===== src/rtl/uart_rx_errfifo.sv =====
module uart_rx_errfifo #(
  parameter int AW = 4,
  parameter int TOUT_CHARS = 3
) (
  input  logic          clk,
  input  logic          rst_n,
  input  logic          os_tick,
  input  logic          rxd,
  input  logic          rx_en,
  input  logic [1:0]    dbits_sel,
  input  logic          stop_sel,
  input  logic [2:0]    par_sel,
  input  logic [AW-1:0] trig_lvl,
  input  logic          fifo_clr,
  input  logic          rd_err,
  input  logic          rd_data,
  input  logic [2:0]    irq_clr,
  output logic [3:0]    err_q,
  output logic [7:0]    data_q,
  output logic [AW-1:0] fifo_cnt,
  output logic          fifo_full,
  output logic [2:0]    irq_stat
);
  localparam int DEPTH = 1 << AW;
  localparam int TW = $clog2(TOUT_CHARS * 16 * 12 + 1);

  typedef enum logic [2:0] {S_IDLE, S_START, S_DATA, S_PAR, S_STOP, S_WAITHI} st_t;

  logic [1:0] rx_sync;
  logic       rxs;
  st_t        st;
  logic [3:0] tcnt;
  logic [2:0] bitn;
  logic       stopn;
  logic [7:0] sh;
  logic       allz, pbit, ferr;

  always_ff @(posedge clk)
    if (!rst_n) rx_sync <= 2'b11;
    else        rx_sync <= {rx_sync[0], rxd};
  assign rxs = rx_sync[1];

  wire [3:0] nbits   = 4'd5 + {2'b00, dbits_sel};
  wire       has_par = (par_sel >= 3'd1) && (par_sel <= 3'd4);
  wire       mid     = os_tick && (tcnt == 4'd15);
  wire       push    = (st == S_STOP) && mid && (stopn == stop_sel);

  wire [7:0] rdata    = sh >> (4'd8 - nbits);
  wire       xr       = ^rdata;
  wire       exp_par  = (par_sel == 3'd1) ? ~xr : (par_sel == 3'd2) ? xr : (par_sel == 3'd3);
  wire       perr     = has_par && (pbit != exp_par);
  wire       ferr_fin = ferr | ~rxs;
  wire       brk      = allz & ~rxs;
  wire [3:0] err_new  = {brk, ferr_fin, perr, 1'b0};

  always_ff @(posedge clk) begin
    if (!rst_n || !rx_en) begin
      st <= S_IDLE; tcnt <= '0; bitn <= '0; stopn <= 1'b0;
      sh <= '0; allz <= 1'b0; pbit <= 1'b0; ferr <= 1'b0;
    end else if (os_tick) begin
      case (st)
        S_IDLE: begin
          tcnt <= '0;
          if (!rxs) st <= S_START;
        end
        S_START: begin
          if (tcnt == 4'd7) begin
            st <= rxs ? S_IDLE : S_DATA;
            tcnt <= '0; bitn <= '0; stopn <= 1'b0;
            allz <= 1'b1; ferr <= 1'b0;
          end else tcnt <= tcnt + 4'd1;
        end
        S_DATA: begin
          tcnt <= tcnt + 4'd1;
          if (tcnt == 4'd15) begin
            sh <= {rxs, sh[7:1]};
            allz <= allz & ~rxs;
            bitn <= bitn + 3'd1;
            if ({1'b0, bitn} == nbits - 4'd1) st <= has_par ? S_PAR : S_STOP;
          end
        end
        S_PAR: begin
          tcnt <= tcnt + 4'd1;
          if (tcnt == 4'd15) begin
            pbit <= rxs; allz <= allz & ~rxs; st <= S_STOP;
          end
        end
        S_STOP: begin
          tcnt <= tcnt + 4'd1;
          if (tcnt == 4'd15) begin
            ferr <= ferr_fin; allz <= brk;
            if (stopn == stop_sel) st <= rxs ? S_IDLE : S_WAITHI;
            else stopn <= 1'b1;
          end
        end
        default: if (rxs) st <= S_IDLE;
      endcase
    end
  end

  logic          armed;
  logic [TW-1:0] tocnt;
  wire  [3:0]    fbits    = 4'd2 + nbits + {3'b000, has_par} + {3'b000, stop_sel};
  wire  [TW-1:0] tout_lim = TW'(TOUT_CHARS * 16) * TW'(fbits);
  wire           tout_hit = armed && os_tick && (st == S_IDLE) && (tocnt == tout_lim - TW'(1));

  always_ff @(posedge clk) begin
    if (!rst_n || !rx_en) begin
      armed <= 1'b0; tocnt <= '0;
    end else if (push) begin
      armed <= 1'b1; tocnt <= '0;
    end else if (st != S_IDLE) tocnt <= '0;
    else if (armed && os_tick) begin
      if (tout_hit) begin armed <= 1'b0; tocnt <= '0; end
      else tocnt <= tocnt + TW'(1);
    end
  end

  logic [11:0]   mem [DEPTH];
  logic [AW-1:0] wp, rp;
  logic [AW:0]   occ;

  wire pop  = rd_data && (occ != '0);
  wire full = (occ == (AW+1)'(DEPTH));
  wire wr   = push && (!full || pop);
  wire ovr  = push && full && !pop;

  always_ff @(posedge clk) begin
    if (wr)  mem[wp] <= {err_new, rdata};
    if (ovr) mem[rp][8] <= 1'b1;
  end

  always_ff @(posedge clk) begin
    if (!rst_n || !rx_en || fifo_clr) begin
      wp <= '0; rp <= '0; occ <= '0;
    end else begin
      if (wr)  wp <= wp + AW'(1);
      if (pop) rp <= rp + AW'(1);
      occ <= occ + (AW+1)'(wr) - (AW+1)'(pop);
    end
  end

  always_ff @(posedge clk) begin
    if (!rst_n) begin
      err_q <= '0; data_q <= '0;
    end else begin
      if (rd_err && occ != '0) err_q <= mem[rp][11:8];
      if (pop) data_q <= mem[rp][7:0];
    end
  end

  assign fifo_cnt  = occ[AW-1:0];
  assign fifo_full = occ[AW];

  wire [2:0] irq_set = {tout_hit,
                        (wr && (err_new[3:1] != 3'b000)) || ovr,
                        occ >= ({1'b0, trig_lvl} + (AW+1)'(1))};

  always_ff @(posedge clk)
    if (!rst_n) irq_stat <= '0;
    else        irq_stat <= (irq_stat & ~irq_clr) | irq_set;

endmodule


===== config.mk =====
export PLATFORM = sky130hd
export DESIGN_NAME = uart_rx_errfifo
export DESIGN_NICKNAME = d
export VERILOG_FILES = /design/src/rtl/uart_rx_errfifo.sv
export SDC_FILE = /design/constraint.sdc
export NUM_CORES = 1
export LEC_CHECK = 0
export CAP_MARGIN = 0
export CORE_UTILIZATION = 42
export CTS_CLUSTER_SIZE = 14
export DETAILED_ROUTE_END_ITERATION = 6
export HOLD_SLACK_MARGIN = 0.02
export PLACE_DENSITY = 0.65
export RECOVER_POWER = 50
export SYNTH_ARGS = -nofsm -noshare
export SYNTH_HDL_FRONTEND = slang
export SYNTH_SLANG_ARGS = --single-unit

===== constraint.sdc =====
create_clock -name clk -period 6.2 [get_ports clk]
set_input_delay 1.24 -clock clk [delete_from_list [all_inputs] [get_ports clk]]
set_output_delay 1.24 -clock clk [all_outputs]
set_load 0.005 [all_outputs]

# Yosys cells after proc, flatten, opt, wreduce, memory -nomap -nowiden
# Memories as Yosys holds them, arrays and structs flattened. A register that Yosys moved wholly into a read port is not among the register bits.
# Cells that the tools add are included.
[totals] regBits=63 ramBits=192 in_bits=21 mem_count=1
[mem_list] memory="mem" words=16 width=12 rd=1 rd_clocked_by_memory_dff=1 wr=1 line="119" source="logic [11:0] mem [DEPTH];"
[op_classes] addsub=15 n_mul=1 magnitude_cmp=3 n_eq_ne=24 shifts=1 mux=42 bitwise=7 reduce_logical=46
[op_table] cell="two-way mux 3 bit" count=12
[op_table] cell="two-way mux 1 bit" count=16
[op_table] cell="two-way mux 4 bit" count=4
[op_table] cell="case mux 3 bit (5 select lines)" count=1
[op_table] cell="logical AND 1 bit" count=14
[op_table] cell="!= test 2 bit (second input constant)" count=7
[op_table] cell="adder 4 x 1 -> 4 bit (second input constant)" count=3
[op_table] cell="equality test 3 x 2 -> 1 bit (second input constant)" count=4
[op_table] cell="two-way mux 12 bit" count=1
[op_table] cell="case mux 4 bit (3 select lines)" count=1
[op_table] cell="AND reduction 4 bit" count=3
[op_table] cell="OR reduction 12 bit" count=1
[op_table] cell="adder 10 x 1 -> 10 bit (second input constant)" count=1
[op_table] cell="equality test 10 bit" count=1
[op_table] cell="two-way mux 10 bit" count=1
[op_table] cell="nonzero test 2 bit" count=5
[op_table] cell="subtractor 10 x 1 -> 10 bit (second input constant)" count=1
[op_table] cell="AND reduction 3 bit" count=3
[op_table] cell="AND reduction 9 bit" count=1
[op_table] cell="nonzero test 3 bit" count=3
[op_table] cell="adder 4 x 1 -> 4 bit" count=2
[op_table] cell="XOR reduction 8 bit" count=1
[op_table] cell=">> shifter 8 x 4 -> 8 bit" count=1
[op_table] cell="equality test 3 x 1 -> 1 bit (second input constant)" count=2
[op_table] cell="other kinds (37)" count=50

# Longest topological paths before layout
# Gate-level depths: netlist of the first run.
[depth] ltp_word=12 mapped_depth=17 ltp_nobuf=16

# Worst setup path after synthesis of the first run
# Ideal clock, no wire load.
[synth_path] kind="input to register" from="in dbits_sel[0]" to="reg tocnt[0]" setup_time_ns=0.127 arrival_time_ns=4.384 required_ns=6.073 slack_ns=1.689 cell_stages=16 path_buffers=2 path_cell_list="buf_6 -> inv_1 -> ha_1 -> clkbuf_1 -> inv_1 -> ha_1 -> xor2_1 -> inv_1 -> fa_1 -> xor2_1 -> nand3_1 -> xnor2_1 -> xnor3_1 -> nand3_1 -> o21ai_2 -> nor2_1"
[synth_between] elab_chain_len=9
[synth_lines] item="start, declared" line="10" source="input logic [1:0] dbits_sel,"
[synth_lines] item="adder 3 x 2 -> 4 bit" line="43" source="wire [3:0] nbits = 4'd5 + {2'b00, dbits_sel};"
[synth_lines] item="adder 2 x 4 -> 4 bit" line="103" source="wire [3:0] fbits = 4'd2 + nbits + {3'b000, has_par} + {3'b000, stop_sel};"
[synth_lines] item="adder 4 x 1 -> 4 bit (2 in series)" line="103"
[synth_lines] item="multiplier 2 x 4 -> 6 bit" line="104" source="wire [TW-1:0] tout_lim = TW'(TOUT_CHARS * 16) * TW'(fbits);"
[synth_lines] item="subtractor 10 x 1 -> 10 bit" line="105" source="wire tout_hit = armed && os_tick && (st == S_IDLE) && (tocnt == tout_lim - TW'(1));"
[synth_lines] item="equality test 10 bit" line="105"
[synth_lines] item="logical AND 1 bit" line="105"
[synth_lines] item="two-way mux 10 bit" line="114" source="if (tout_hit) begin armed <= 1'b0; tocnt <= '0; end"
[synth_lines] item="end signal, assigned" line="115" source="else tocnt <= tocnt + TW'(1);"
[synth_lines] item="end, declared" line="102" source="logic [TW-1:0] tocnt;"
# No other way between the ends.
# A chain may end at the register's enable or synchronous reset.

# Final worst setup path of the first run
[layout_path] from="in dbits_sel[0]" to="mem mem[2][9] (data pin)"
[layout_between] elab_chain_len=9 elab_cells_between_ends=10 cone_classes="add/sub (2); eq/ne (1); shift (1); mux (3); bitwise (1); reduce/logical (2)"
[layout_lines] item="adder 3 x 2 -> 4 bit (*)" line="43"
[layout_lines] item="subtractor 4 bit (*)" line="48" source="wire [7:0] rdata = sh >> (4'd8 - nbits);"
[layout_lines] item=">> shifter 8 x 4 -> 8 bit (*)" line="48"
[layout_lines] item="XOR reduction 8 bit (*)" line="49" source="wire xr = ^rdata;"
[layout_lines] item="two-way mux 1 bit / inverter 1 bit (equally long branches)" line="50" source="wire exp_par = (par_sel == 3'd1) ? ~xr : (par_sel == 3'd2) ? xr : (par_sel == 3'd3);"
[layout_lines] item="two-way mux 1 bit (*)" line="50"
[layout_lines] item="!= test 1 bit (*)" line="51" source="wire perr = has_par && (pbit != exp_par);"
[layout_lines] item="logical AND 1 bit (*)" line="51"
[layout_lines] item="two-way mux 12 bit (no source line) (*)"
[layout_lines] item="end, declared" line="119"
# Every way passes the cells marked *; elsewhere a longest branch is shown, timed or not. The select of a mux whose other input is x is not followed.

==> run metrics, run 1 <==
DRT Pass-1 Iters=4; R2R Setup Slk=2010 ps; FF/Latch Area=7110 sq um; # resized after CTS=0; total gr overflow=0; Slew headroom=-118%; Setup crit end kind=flop; met1 usage=23.4%; CP delay by family, top=buffers and inverters; Inst Count DP=1160; reg2reg end=data_q[7]; initial core utilization=42.8%; Reg2Reg Depth=4; RSZ-0062 raised after global routing=false; die width=167 um; I/O Pins=41; Synthesis Warnings=0; Clock Sinks=259; Fill cells=2311; ys flop type=edfxtp_1; asr flop ratio synth=0%; vias in the first global route=6438; Final Hold Viols=0; sequential share of the synthesized area=61.8%; row cnt=60; Bufs on Longest Clock Path=3; Final Critical Period=5290 ps; Critical Path Source Type=input port; non-filler cells, final=1212; worst path bufs/invs=3; WL final=22700 um; Final Setup Violations=0; Crit path arrival time=5460 ps; Clock Latency Late Sink=530 ps; CTS buffer count=28; DP HPWL=14400 um; Syn Nets=842; max-slew violation count=49; global-route wire length before repair=36400 um; worst slew pin tran=3270 ps; Synth Cell Area=11500 sq um; Post-synth EDFFs=192; GR Util met3=2.20%; Chip Height=167 um; setup bufs post-CTS=0; CTS root buf=clkbuf_16; Core ar.=26900 sq um; vias post-DR=6374; area of the multi-input gates=4120 sq um; final worst path period share=85.3%; Initial DRC Count=509; Leak=3.97 nW; GR Util met2=28.0%; CP Data Required Time=6370 ps; Slowest cell on crit path=a21oi_1; synthesized flop and latch total=259; NumNets Final=899; DR WL/cell=18.7 um; most frequent cells in the layout=edfxtp_1 (192), nor2_1 (99), dfxtp_1 (66); Ant. Diodes=0; hold_buf cts=0; clock skew=20.0 ps; HP Class=reg -> reg; pin count of the biggest net entering global routing=49; CP endpoint=mem[2][9]; Final ANT Viol Nets=0; busiest grt layer=met2; Synth Instances=792; DRC errors left=0; drt via density=5.26; most common cell after layout, fill and taps aside=edfxtp_1; CTS clk-pin slew, worst paths=60 ps; crit path cell chain=clkdlybuf4s50_1, clkbuf_1, inv_1, ha_1, mux4_2, xor2_1, xnor3_2, or3_4, a21oi_2, nor4_2, a21oi_1; Placer Congestion=0.789; gr usage total=16.8%; slowest stage delay, CP=820 ps; achievable frequency=0.189 GHz; Crit. Startpoint=dbits_sel[0]; Yosys cell types=61; VDD IR max=0.223 mV; die area=28000 sq um; layout cell share with drive strength beyond 1=15.6%; power per cell area=276 nW/um^2; CTS tree=yes; Setup TNS Final=0 ps; largest fanout on the critical path=16; WP depth=11; H-tree depth=1; Setup CP Type=in -> reg; failing checks=capacitance limit, slew limit; Syn Area/Cell=14.5 sq um; Area Overhead vs Synth=15.2%; initial antenna violation count=0; I/O Buffers=40; Max Cap Viol=1; status=finished with violations
-- sequential cells by signal, indices dropped and copies added (netlist names), 2 cells and up, named ones only --
signal and cells:
err_q 4, rp 4, sh 8, data_q 8, occ 5, irq_stat 3
mem 192, bitn 3, tocnt 10, wp 4, rx_sync 2, st 3
tcnt 4
-- logic make-up (layout without fill, tap and decap cells) --
kind of cell,count (synthesis),count (layout),synth area share (%)
flops,259,259,61.8
xor+xnor,40,40,3.36
buf+inv,64,143,2.37
compound gates,74,74,3.97
fa+ha+maj,30,30,3.51
mux,91,91,15.1
simple gates,234,234,9.87
-- metrics by stage --
step | setup WS (ps) | total power [mW] | area (sq um) | utilization (%) | hold slack, ps
after global placement | 891 | 2.02 | 12300 | 45.8 | 395
after global routing | 545 | 3.79 | 13200 | 49.3 | 423
after floorplan | 1690 | 1.99 | 11500 | - | 386
final | 912 | 3.65 | 13200 | 49.3 | 406
after CTS | 1320 | 3.69 | 13300 | 49.3 | 406
after detailed placement | 779 | 2.03 | 12300 | 45.8 | 392
-- how the worst min path moves through the flow --
stage	from	end	slack, ps	depth (start not counted)
floorplan	rx_sync[0]	rx_sync[1]	390	1
finish	rx_sync[0]	rx_sync[1]	410	1
detailed placement	rx_sync[0]	rx_sync[1]	390	1
global placement	rx_sync[0]	rx_sync[1]	390	1
CTS	rx_sync[0]	rx_sync[1]	410	1
global route	rx_sync[0]	rx_sync[1]	420	1
-- layer usage --
layer | part of all wire (%) | wire [um]
met4 | 1.4 | 329
met3 | 6.0 | 1350
met5 | 0 | 0
met2 | 48 | 11000
met1 | 44 | 10000
-- synth_stat cells (16+ instances only) --
library cell	n	share of area, %
edfxtp_1	192	50
nor2_1	100	3.3
dfxtp_1	67	12
mux4_2	63	12
nand2_1	32	1.0
inv_1	30	0.98
a21oi_1	28	1.2
mux2i_1	26	2.3
ha_1	25	2.7
xor2_1	21	1.6
clkbuf_1	20	0.65
nor2b_1	20	1.1
nand3_1	16	0.70
o21ai_0	16	0.70
xnor2_1	16	1.2
-- layout make-up --
type | instances | share of cell area, %
repair buffers | 60 | 4.07
inverters | 31 | 0.879
clock inverters | 18 | 1.45
clock buffers | 34 | 5.62
multi-input cells | 469 | 31.1
well taps | 341 | 3.22
flip-flops and latches | 259 | 53.7
-- report_power, final --
group          internal (mW)  switching, mW  leakage [nW]
sequential              1.84        0.00133          1.95
combinational         0.0672         0.0775          1.58
clock                   1.02          0.649         0.441
total                   2.92          0.728          3.97
No activity file was read; power rests on OpenSTA's default activity.
==> run 2, diff against run 1 <==
--- a/config.mk
+++ b/config.mk
@@ -12,6 +12,7 @@
 export HOLD_SLACK_MARGIN = 0.02
 export PLACE_DENSITY = 0.65
 export RECOVER_POWER = 50
+export SETUP_SLACK_MARGIN = 0.5
 export SYNTH_ARGS = -nofsm -noshare
 export SYNTH_HDL_FRONTEND = slang
 export SYNTH_SLANG_ARGS = --single-unit
==> results of run 2 <==
Final layout, timing and power as in run 1 (identical DEF).
==> run 3, diff against run 2 <==
--- a/config.mk
+++ b/config.mk
@@ -9,6 +9,7 @@
 export CORE_UTILIZATION = 42
 export CTS_CLUSTER_SIZE = 14
 export DETAILED_ROUTE_END_ITERATION = 6
+export GPL_TIMING_DRIVEN = 0
 export HOLD_SLACK_MARGIN = 0.02
 export PLACE_DENSITY = 0.65
 export RECOVER_POWER = 50
==> run 3 against run 2 <==
  * The run now ends clean
  * Sequential power is essentially flat
  * Via count increased by 0.96%
  * Sequential cell count stayed put
  * Non-clock buffer count is 13 higher
  * Register-to-register slack got worse by 240 ps
  * Maximum frequency down 1.3%
  * Largest power group unchanged
==> run metrics, run 3 (synthesized netlist as in run 1, its figures left out) <==
Leak=3.92 nW; hold_buf cts=0; Seq pwr share=51.9%; most frequent cells in the layout=edfxtp_1 (192), nor2_1 (100), dfxtp_1 (67); Final Setup Violations=0; Placer Congestion=0.816; Clock Latency Late Sink=520 ps; status=completed; biggest regs=mem: 192 flops, tocnt: 10 flops; Core ar.=26900 sq um; Clock Sinks=259; Final Hold Viols=0; initial antenna violation count=1; I/O Buffers=40; worst slew pin tran=1160 ps; vias post-DR=6435; WL final=22200 um; Int Pwr=2.83 mW; Initial DRC Count=455; total gr overflow=0; FF-to-FF Start=tcnt[0]; Bufs on Longest Clock Path=3; Slew headroom=22.7%; CP Data Required Time=6600 ps; NumNets Final=911; Crit path arrival time=5750 ps; Psw=0.720 mW; layout cell share with drive strength beyond 1=14.1%; Setup CP Type=in -> reg; die width=167 um; max FFs per register=192; Area Overhead vs Synth=14.5%; RSZ-0062 raised after global routing=false; H-tree depth=1; non-filler cells, final=1222; Crit. Startpoint=dbits_sel[0]; final worst path period share=86.4%; Ant. Diodes=0; Final Critical Period=5360 ps; clock power share=43.9%; HP Class=reg -> reg; power per cell area=270 nW/um^2; Inst Count DP=1173; Biggest register=mem; Setup crit end kind=flop; setup bufs post-CTS=0; pin count of the biggest net entering global routing=26; largest fanout on the critical path=10; Chip Height=167 um; drt via density=5.27; gr usage total=16.5%; vias in the first global route=6501; Critical Path Source Type=input port; DR WL/cell=18.2 um; CTS buffer count=27; Fill cells=2311; initial core utilization=42.8%; Max Cap Viol=0; CTS clk-pin slew, worst paths=60 ps; achievable frequency=0.187 GHz; most common cell after layout, fill and taps aside=edfxtp_1; Net Sw Frac=20.3%; CTS root buf=clkbuf_16; Worst Hold Launch=rx_sync[0]; row cnt=60; DRT Pass-1 Iters=5; DRC errors left=0; WHS=422 ps; die area=28000 sq um; DP HPWL=15700 um; VDD IR max=0.167 mV; Final ANT Viol Nets=0; clock skew=9.40 ps; global-route wire length before repair=36300 um; max-slew violation count=0; CTS tree=yes; Setup TNS Final=0 ps; # resized after CTS=0; Gate power share=4.2%; I/O Pins=41
run 3: cell type report:
cell class	instances	area [sq um]	area share, %
Multi-Input combinational cell	469	4110	31.3
Clock inverter	17	153	1.16
Inverter	31	116	0.884
Tap cell	341	427	3.24
Sequential cell	259	7110	54.0
Timing Repair Buffer	40	400	3.04
Clock buffer	32	694	5.28
Buffer	33	148	1.12
run 3: critical path, cell delays in order:
cell           delay [ps]
dlygate4sd3_1         570
buf_6                 160
inv_1                 190
ha_1                  480
clkbuf_1              450
inv_1                 170
ha_1                  250
xor2_1                250
inv_1                 120
fa_1                  430
xor2_1                280
nand3_1               140
xnor2_1               150
xnor3_1               220
nand3_1               160
o21ai_2               390
nor2_1                 90
run 3: metrics by stage:
step / utilization, % / area [sq um] / setup WS (ps) / power (mW)
3_3_place_gp: 45.8 / 12300 / 363 / 2.03
5_1_grt: 49.0 / 13200 / 367 / 3.67
6_report: 49.0 / 13200 / 840 / 3.55
4_1_cts: 49.0 / 13200 / 852 / 3.58
3_5_place_dp: 45.8 / 12300 / 326 / 2.03
2_1_floorplan: - / 11500 / 1690 / 1.99
run 3: path summary, 6_finish.rpt:
path	slack (ps)	endpoint	cells after the start
setup / recovery	840	tocnt[7]	17
setup reg to reg	1770	mem[14][2]	11
hold reg to reg	420	rx_sync[1]	1
hold / removal	420	rx_sync[1]	1
run 3: power by group through the flow:
stage          clock network (mW)  logic [mW]  registers, mW
2_1_floorplan                   0       0.108           1.88
3_3_place_gp                    0       0.150           1.88
3_5_place_dp                    0       0.151           1.88
4_1_cts                      1.59       0.152           1.84
5_1_grt                      1.66       0.166           1.84
6_report                     1.56       0.148           1.84
run 3: metal layers:
layer	track usage, %	wire length, um
met4	3.95	323
met5	0	0
met1	23.4	10400
met2	27.1	10500
met3	2.22	909
